File: src/rtl/disp_rob_pkg.sv
package disp_rob_pkg;

    // Verdict for one dispatch lane; the value is also the stall code.
    typedef enum logic [2:0] {
        STALL_NONE  = 3'd0,
        STALL_WIDTH = 3'd1,
        STALL_ROB   = 3'd2,
        STALL_REGS  = 3'd3,
        STALL_SCHED = 3'd4
    } stall_e;

endpackage

File: src/rtl/disp_admit.sv
module disp_admit
    import disp_rob_pkg::*;
#(
    parameter int LANES  = 4,
    parameter int UOP_W  = 2,
    parameter int NREG_W = 2,
    parameter int LCW    = 3,
    parameter int UCNT_W = 5,
    parameter int RCNT_W = 6
) (
    input  logic [LCW-1:0]                cfg_width,
    input  logic [LANES-1:0]              in_valid,
    input  logic [LANES-1:0][UOP_W-1:0]   in_uops,
    input  logic [LANES-1:0][NREG_W-1:0]  in_nregs,
    input  logic [LANES-1:0]              in_sched_ok,
    input  logic [UCNT_W-1:0]             rob_free,
    input  logic [RCNT_W-1:0]             reg_free,
    input  logic                          reg_unbounded,
    output logic [LCW-1:0]                take_cnt,
    output logic [UCNT_W-1:0]             take_uops,
    output logic [RCNT_W-1:0]             take_regs,
    output stall_e                        reason
);

    logic [UCNT_W-1:0] rob_left;
    logic [RCNT_W-1:0] reg_left;
    logic              go;
    stall_e            verdict;

    // Lanes are walked oldest first; the first stall verdict closes the group.
    always_comb begin
        rob_left  = rob_free;
        reg_left  = reg_free;
        go        = 1'b1;
        take_cnt  = '0;
        take_uops = '0;
        take_regs = '0;
        reason    = STALL_NONE;
        verdict   = STALL_NONE;
        for (int i = 0; i < LANES; i++) begin
            if (go && in_valid[i]) begin
                if (LCW'(i) >= cfg_width)
                    verdict = STALL_WIDTH;
                else if (UCNT_W'(in_uops[i]) > rob_left)
                    verdict = STALL_ROB;
                else if (!reg_unbounded && (RCNT_W'(in_nregs[i]) > reg_left))
                    verdict = STALL_REGS;
                else if (!in_sched_ok[i])
                    verdict = STALL_SCHED;
                else
                    verdict = STALL_NONE;
                unique case (verdict)
                    STALL_NONE: begin
                        take_cnt  = take_cnt + LCW'(1);
                        take_uops = take_uops + UCNT_W'(in_uops[i]);
                        take_regs = take_regs + RCNT_W'(in_nregs[i]);
                        rob_left  = rob_left - UCNT_W'(in_uops[i]);
                        if (!reg_unbounded)
                            reg_left = reg_left - RCNT_W'(in_nregs[i]);
                    end
                    STALL_WIDTH, STALL_ROB, STALL_REGS, STALL_SCHED: begin
                        reason = verdict;
                        go     = 1'b0;
                    end
                endcase
            end else begin
                go = 1'b0;
            end
        end
    end

endmodule

File: src/rtl/rob_table.sv
module rob_table #(
    parameter int DEPTH  = 16,
    parameter int ID_W   = 4,
    parameter int LANES  = 4,
    parameter int RET_W  = 2,
    parameter int UOP_W  = 2,
    parameter int NREG_W = 2,
    parameter int LCW    = 3,
    parameter int RCW    = 2,
    parameter int UCNT_W = 5,
    parameter int RCNT_W = 6
) (
    input  logic                          clk,
    input  logic                          rst_n,
    input  logic [LCW-1:0]                wr_cnt,
    input  logic [LANES-1:0][UOP_W-1:0]   wr_uops,
    input  logic [LANES-1:0][NREG_W-1:0]  wr_nregs,
    input  logic                          cpl_valid,
    input  logic [ID_W-1:0]               cpl_id,
    output logic [ID_W-1:0]               tail_id,
    output logic [ID_W-1:0]               head_id,
    output logic [RCW-1:0]                ret_cnt,
    output logic [UCNT_W-1:0]             ret_uops,
    output logic [RCNT_W-1:0]             ret_regs
);

    logic [DEPTH-1:0]  vld_q;
    logic [DEPTH-1:0]  done_q;
    logic [UOP_W-1:0]  uops_q [DEPTH];
    logic [NREG_W-1:0] regs_q [DEPTH];
    logic [ID_W-1:0]   head_q;
    logic [ID_W-1:0]   tail_q;
    logic              rgo;
    logic [ID_W-1:0]   ridx;

    // In-order retire scan from the head; the first entry not ready ends it.
    always_comb begin
        rgo      = 1'b1;
        ret_cnt  = '0;
        ret_uops = '0;
        ret_regs = '0;
        ridx     = head_q;
        for (int k = 0; k < RET_W; k++) begin
            ridx = head_q + ID_W'(k);
            if (rgo && vld_q[ridx] && done_q[ridx]) begin
                ret_cnt  = ret_cnt + RCW'(1);
                ret_uops = ret_uops + UCNT_W'(uops_q[ridx]);
                ret_regs = ret_regs + RCNT_W'(regs_q[ridx]);
            end else begin
                rgo = 1'b0;
            end
        end
    end

    always_ff @(posedge clk) begin
        if (!rst_n) begin
            vld_q  <= '0;
            done_q <= '0;
            head_q <= '0;
            tail_q <= '0;
        end else begin
            if (cpl_valid && vld_q[cpl_id])
                done_q[cpl_id] <= 1'b1;
            for (int k = 0; k < RET_W; k++) begin
                if (RCW'(k) < ret_cnt) begin
                    vld_q[head_q + ID_W'(k)]  <= 1'b0;
                    done_q[head_q + ID_W'(k)] <= 1'b0;
                end
            end
            for (int i = 0; i < LANES; i++) begin
                if (LCW'(i) < wr_cnt) begin
                    vld_q[tail_q + ID_W'(i)]  <= 1'b1;
                    done_q[tail_q + ID_W'(i)] <= 1'b0;
                    uops_q[tail_q + ID_W'(i)] <= wr_uops[i];
                    regs_q[tail_q + ID_W'(i)] <= wr_nregs[i];
                end
            end
            head_q <= head_q + ID_W'(ret_cnt);
            tail_q <= tail_q + ID_W'(wr_cnt);
        end
    end

    assign head_id = head_q;
    assign tail_id = tail_q;

endmodule

File: src/rtl/dispatch_rob.sv
module dispatch_rob
    import disp_rob_pkg::*;
#(
    parameter int LANES    = 4,
    parameter int RET_W    = 2,
    parameter int ROB_UOPS = 16,
    parameter int UOP_W    = 2,
    parameter int NREG_W   = 2,
    parameter int BUD_W    = 6,
    localparam int ID_W    = $clog2(ROB_UOPS),
    localparam int LCW     = $clog2(LANES + 1),
    localparam int RCW     = $clog2(RET_W + 1),
    localparam int MAXREG  = ROB_UOPS * ((1 << NREG_W) - 1),
    localparam int RCNT_A  = $clog2(MAXREG + 1),
    localparam int RCNT_W  = (RCNT_A > BUD_W) ? RCNT_A : BUD_W
) (
    input  logic                          clk,
    input  logic                          rst_n,
    input  logic [LCW-1:0]                cfg_width,
    input  logic [BUD_W-1:0]              cfg_reg_budget,
    input  logic [LANES-1:0]              in_valid,
    input  logic [LANES-1:0][UOP_W-1:0]   in_uops,
    input  logic [LANES-1:0][NREG_W-1:0]  in_nregs,
    input  logic [LANES-1:0]              in_sched_ok,
    output logic [LCW-1:0]                disp_count,
    output logic [ID_W-1:0]               disp_id,
    output logic [2:0]                    stall_reason,
    input  logic                          cpl_valid,
    input  logic [ID_W-1:0]               cpl_id,
    output logic [RCW-1:0]                ret_count,
    output logic [ID_W-1:0]               ret_id,
    output logic [RCNT_W-1:0]             ret_regs
);

    localparam int UCNT_W = $clog2(ROB_UOPS + 1);

    logic [UCNT_W-1:0] uops_used_q;
    logic [RCNT_W-1:0] regs_used_q;
    logic [UCNT_W-1:0] rob_free;
    logic [RCNT_W-1:0] reg_free;
    logic [RCNT_W-1:0] budget_x;
    logic              reg_unbounded;
    logic [LCW-1:0]    take_cnt;
    logic [UCNT_W-1:0] take_uops;
    logic [RCNT_W-1:0] take_regs;
    logic [UCNT_W-1:0] ret_uops;
    logic [RCNT_W-1:0] ret_regs_w;
    stall_e            reason;

    always_comb begin
        budget_x      = RCNT_W'(cfg_reg_budget);
        reg_unbounded = (cfg_reg_budget == '0);
        rob_free      = UCNT_W'(ROB_UOPS) - uops_used_q;
        reg_free      = (budget_x > regs_used_q) ? (budget_x - regs_used_q) : '0;
    end

    // Occupancy counters: admitted resources in, retired resources out.
    always_ff @(posedge clk) begin
        if (!rst_n) begin
            uops_used_q <= '0;
            regs_used_q <= '0;
        end else begin
            uops_used_q <= uops_used_q + take_uops - ret_uops;
            regs_used_q <= regs_used_q + take_regs - ret_regs_w;
        end
    end

    disp_admit #(
        .LANES(LANES), .UOP_W(UOP_W), .NREG_W(NREG_W),
        .LCW(LCW), .UCNT_W(UCNT_W), .RCNT_W(RCNT_W)
    ) u_admit (
        .cfg_width     (cfg_width),
        .in_valid      (in_valid),
        .in_uops       (in_uops),
        .in_nregs      (in_nregs),
        .in_sched_ok   (in_sched_ok),
        .rob_free      (rob_free),
        .reg_free      (reg_free),
        .reg_unbounded (reg_unbounded),
        .take_cnt      (take_cnt),
        .take_uops     (take_uops),
        .take_regs     (take_regs),
        .reason        (reason)
    );

    rob_table #(
        .DEPTH(ROB_UOPS), .ID_W(ID_W), .LANES(LANES), .RET_W(RET_W),
        .UOP_W(UOP_W), .NREG_W(NREG_W), .LCW(LCW), .RCW(RCW),
        .UCNT_W(UCNT_W), .RCNT_W(RCNT_W)
    ) u_rob (
        .clk       (clk),
        .rst_n     (rst_n),
        .wr_cnt    (take_cnt),
        .wr_uops   (in_uops),
        .wr_nregs  (in_nregs),
        .cpl_valid (cpl_valid),
        .cpl_id    (cpl_id),
        .tail_id   (disp_id),
        .head_id   (ret_id),
        .ret_cnt   (ret_count),
        .ret_uops  (ret_uops),
        .ret_regs  (ret_regs_w)
    );

    always_comb begin
        disp_count   = take_cnt;
        stall_reason = reason;
        ret_regs     = ret_regs_w;
    end

endmodule

File: config.mk
export PLATFORM = sky130hd
export DESIGN_NAME = dispatch_rob
export DESIGN_NICKNAME = d
export VERILOG_FILES = /design/src/rtl/disp_rob_pkg.sv /design/src/rtl/disp_admit.sv /design/src/rtl/rob_table.sv /design/src/rtl/dispatch_rob.sv
export SDC_FILE = /design/constraint.sdc
export NUM_CORES = 1
export LEC_CHECK = 0
export ABC_AREA = 1
export BUFFER_PORTS_ARGS = -buffer_cell sky130_fd_sc_hd__buf_2
export CAP_MARGIN = 20
export CORE_ASPECT_RATIO = 1.4
export CORE_MARGIN = 1.5
export CORE_UTILIZATION = 25
export CTS_CLUSTER_DIAMETER = 40
export DETAILED_ROUTE_END_ITERATION = 12
export PLACE_DENSITY_LB_ADDON = 0.12
export SYNTH_ARGS = -nofsm -noshare
export SYNTH_HDL_FRONTEND = slang
export SYNTH_SLANG_ARGS = --single-unit
File: constraint.sdc
create_clock -name clk -period 12.27 [get_ports clk]
set_clock_uncertainty 0.05 [all_clocks]
set_input_delay 2.454 -clock clk [delete_from_list [all_inputs] [get_ports clk]]
set_output_delay 2.454 -clock clk [all_outputs]
set_load 0.02 [all_outputs]
==> flow_metrics.env <==
export IMPL_status="completed"
export IMPL_slew_violations=0
export IMPL_grt_max_degree=72
export IMPL_portBuffers=58
export IMPL_ys_warn_count=0
export IMPL_slowest_delay_ns=0.44
export IMPL_p_per_area_mw_per_mm2=141
export IMPL_p_sw_frac=0.472
export IMPL_fin_cells=3099
export IMPL_grtUsageMet1=0.261
export IMPL_synthTopCellsByCount="749 x nand2_1, 300 x inv_1, 225 x nor2_1"
export IMPL_clockRootBuffer="clkbuf_16"
export IMPL_syn_avg_cell_area_um2=6.03
export IMPL_fmax_ghz=0.0858
export IMPL_areaGrowthSynthToFinish_pct=13.0
export IMPL_synth_ff_type="edfxtp_1"
export IMPL_drtPass1Iterations=6
export IMPL_fp_dieW_um=204
export IMPL_viasPerCell=5.09
export IMPL_cts_buffer_depth=2
export IMPL_drt_wl_total_mm=68.1
export IMPL_p_int_uw=1180
export IMPL_synthArstFlopShare=0
export IMPL_io_pins=62
export IMPL_crit_path_start="cfg_reg_budget[0]"
export IMPL_start_util=0.254
export IMPL_die_area_mm2=0.0578
export IMPL_synth_most_common_cell="nand2_1"
export IMPL_reg2reg_depth=57
export IMPL_worst_setup_path_end_kind="output port"
export IMPL_post_place_ws_ns=-0.0680
export IMPL_fp_coreArea_mm2=0.0555
export IMPL_ys_seq_elements=115
export IMPL_num_vias=15800
export IMPL_power_uw=2230
export IMPL_ys_top_cells_by_area="nand2_1 20%, edfxtp_1 14%, inv_1 8.0%"
export IMPL_place_gp_congestion=0.949
export IMPL_worst_pin_slew_ns=1.08
export IMPL_dpl_hpwl_mm=53.4
export IMPL_yosys_area_top_type="nand2_1"
export IMPL_synth_top_area_frac=0.200
export IMPL_place_inst=3062
export IMPL_irDropWorstVdd_uv=106
export IMPL_final_hold_violation_count=0
export IMPL_clockPowerShare=0.249
export IMPL_worstPathRequired_ns=9.77
export IMPL_wl_per_cell_um=22.0
export IMPL_stdcell_area_mm2=0.0159
export IMPL_clk_latency_ns=0.47
export IMPL_cp_slowest_cell="or3b_2"
export IMPL_placed_area_mm2=0.0151
export IMPL_p_seq_frac=0.199
export IMPL_synth_cell_types=67
export IMPL_placementRows=102
export IMPL_drc=0
export IMPL_setup_viol=0
export IMPL_p_switching_uw=1060
export IMPL_cts_inserted_buffers=17
export IMPL_insertedDiodeCount=0
export IMPL_hold_class="reg -> reg"
export IMPL_drive_gt1_frac=0.107
export IMPL_holdWs_ns=0.459
export IMPL_worstReg2RegEnd="u_rob.regs_q[15][0]"
export IMPL_layout_min_cycle_time_ns=11.66
export IMPL_fillers=6244
export IMPL_clk_pin_slew_worst_paths_ns=0.06
export IMPL_crit_path_end="stall_reason[1]"
export IMPL_gr_total_overflow=0
export IMPL_syn_instance_count=2335
export IMPL_drt_initial_drc_count=1406
export IMPL_timing_rr_start="regs_used_q[5]"
export IMPL_htree_levels=4
export IMPL_power_frac_comb=0.552
export IMPL_fin_crit_sh=0.950
export IMPL_antenna_found_initial=1
export IMPL_cp_max_fo=15
export IMPL_die_y_um=284
export IMPL_met3_usage=0.0187
export IMPL_fin_ws_ns=0.609
export IMPL_ant_nets=0
export IMPL_synth_area_mm2=0.0141
export IMPL_grt_pass1_vias=15400
export IMPL_crit_type="in -> out"
export IMPL_cts_tree="built"
export IMPL_synth_yosys_seq_area_share=0.209
export IMPL_top_usage_layer="met2"
export IMPL_synth_edf_count=64
export IMPL_relSlewSlack=0.274
export IMPL_cap_violations=0
export IMPL_cts_sinks=115
export IMPL_arrival_ns=9.16
export IMPL_globalRouteTotalUtil=0.236
export IMPL_fin_nets=2487
export IMPL_cp_start_kind="input port"
export IMPL_rrSetupSlack_ns=3.48
export IMPL_grt_pass1_wl_mm=99.4
export IMPL_p_leak_uw=0.00764
export IMPL_grt_use_met2=0.417
## worst min-delay path by stage
stage / from / to / slack [ns] / depth (start not counted)
after CTS: u_rob.vld_q[14] / u_rob.vld_q[14] / 0.45 / 2
final: u_rob.vld_q[14] / u_rob.vld_q[14] / 0.46 / 2
after floorplan: u_rob.vld_q[14] / u_rob.vld_q[14] / 0.42 / 2
after detailed placement: u_rob.vld_q[14] / u_rob.vld_q[14] / 0.44 / 2
after global routing: u_rob.vld_q[14] / u_rob.vld_q[14] / 0.49 / 2
after global placement: u_rob.vld_q[14] / u_rob.vld_q[14] / 0.45 / 2
## metrics by stage
step,util,setup TNS [ns]
finish,0.286,0
global route,0.286,-0.0191
CTS,0.284,0
detailed placement,0.272,-0.0680
global placement,0.272,0
floorplan,-,0
## power by group through the flow
| stage | Clock [uW] | Combinational, uW | Sequential (uW) |
|---|---|---|---|
| floorplan | 0 | 839 | 447 |
| global placement | 0 | 1170 | 452 |
| detailed placement | 0 | 1170 | 453 |
| CTS | 562 | 1180 | 445 |
| global route | 576 | 1390 | 446 |
| finish | 556 | 1230 | 445 |
## routing by layer
metal  routed length (um)  vias to the layer above
li1                     -                     7652
met1                26500                     7368
met2                33800                      565
met3                 2550                      186
met4                 5300                        0
met5                    0                        -
## flip-flops by register name (all words and copies together) (netlist names)
signal         count
uops_used_q        5
regs_used_q        6
u_rob.vld_q       16
u_rob.regs_q      32
u_rob.uops_q      32
u_rob.tail_id      4
u_rob.done_q      16
u_rob.head_id      4
## layout by cell type, fill, tap and decap left out, types with 19 or more instances in the layout
cell,Yosys,routed
nand4_1,99,99
a21oi_1,117,116
buf_4,3,45
nor3_1,28,27
nor2_4,17,19
fa_1,22,19
o21ai_0,129,126
buf_2,8,56
nand2_1,749,746
edfxtp_1,64,64
dfxtp_1,51,50
nor2_1,225,219
ha_1,67,66
inv_1,300,298
nand3_1,173,173
## kinds of logic (layout without fill, tap and decap cells)
family | Yosys count | in the layout | share of synthesized area
adders and majority gates | 89 | 89 | 0.0908
DFF | 115 | 115 | 0.209
buffers and inverters | 412 | 446 | 0.117
AOI/OAI and AO/OA | 322 | 322 | 0.128
xor gates and xnor gates | 22 | 22 | 0.0142
and+or+nand+nor | 1373 | 1373 | 0.439
muxes | 1 | 1 | 0.000711
other | 1 | 3 | 0.000266
## worst max-delay path: cells and delay by family
kind / cells / cell delay, ns
AOI/OAI and AO/OA: 5 / 0.40
and+or+nand+nor: 27 / 3.19
buffers and inverters: 10 / 0.93
adders and majority gates: 9 / 2.18
## timing repair
action,4_1_cts,5_1_grt
endpoints found under the setup margin,1,6
resized for setup,1,31
hold buffers,0,0
buffers inserted,1,4
pin swaps,1,4
## layout make-up
type / instances / area [um^2] / area share
multi-input combinational: 1810 / 9590 / 0.603
sequential: 115 / 2950 / 0.185
inverter: 311 / 1170 / 0.0737
tap: 728 / 911 / 0.0573
timing repair buffer: 103 / 653 / 0.0411
clock buffer: 21 / 482 / 0.0303
clock inverter: 11 / 148 / 0.00929
Power figures use the tool's default switching activity.
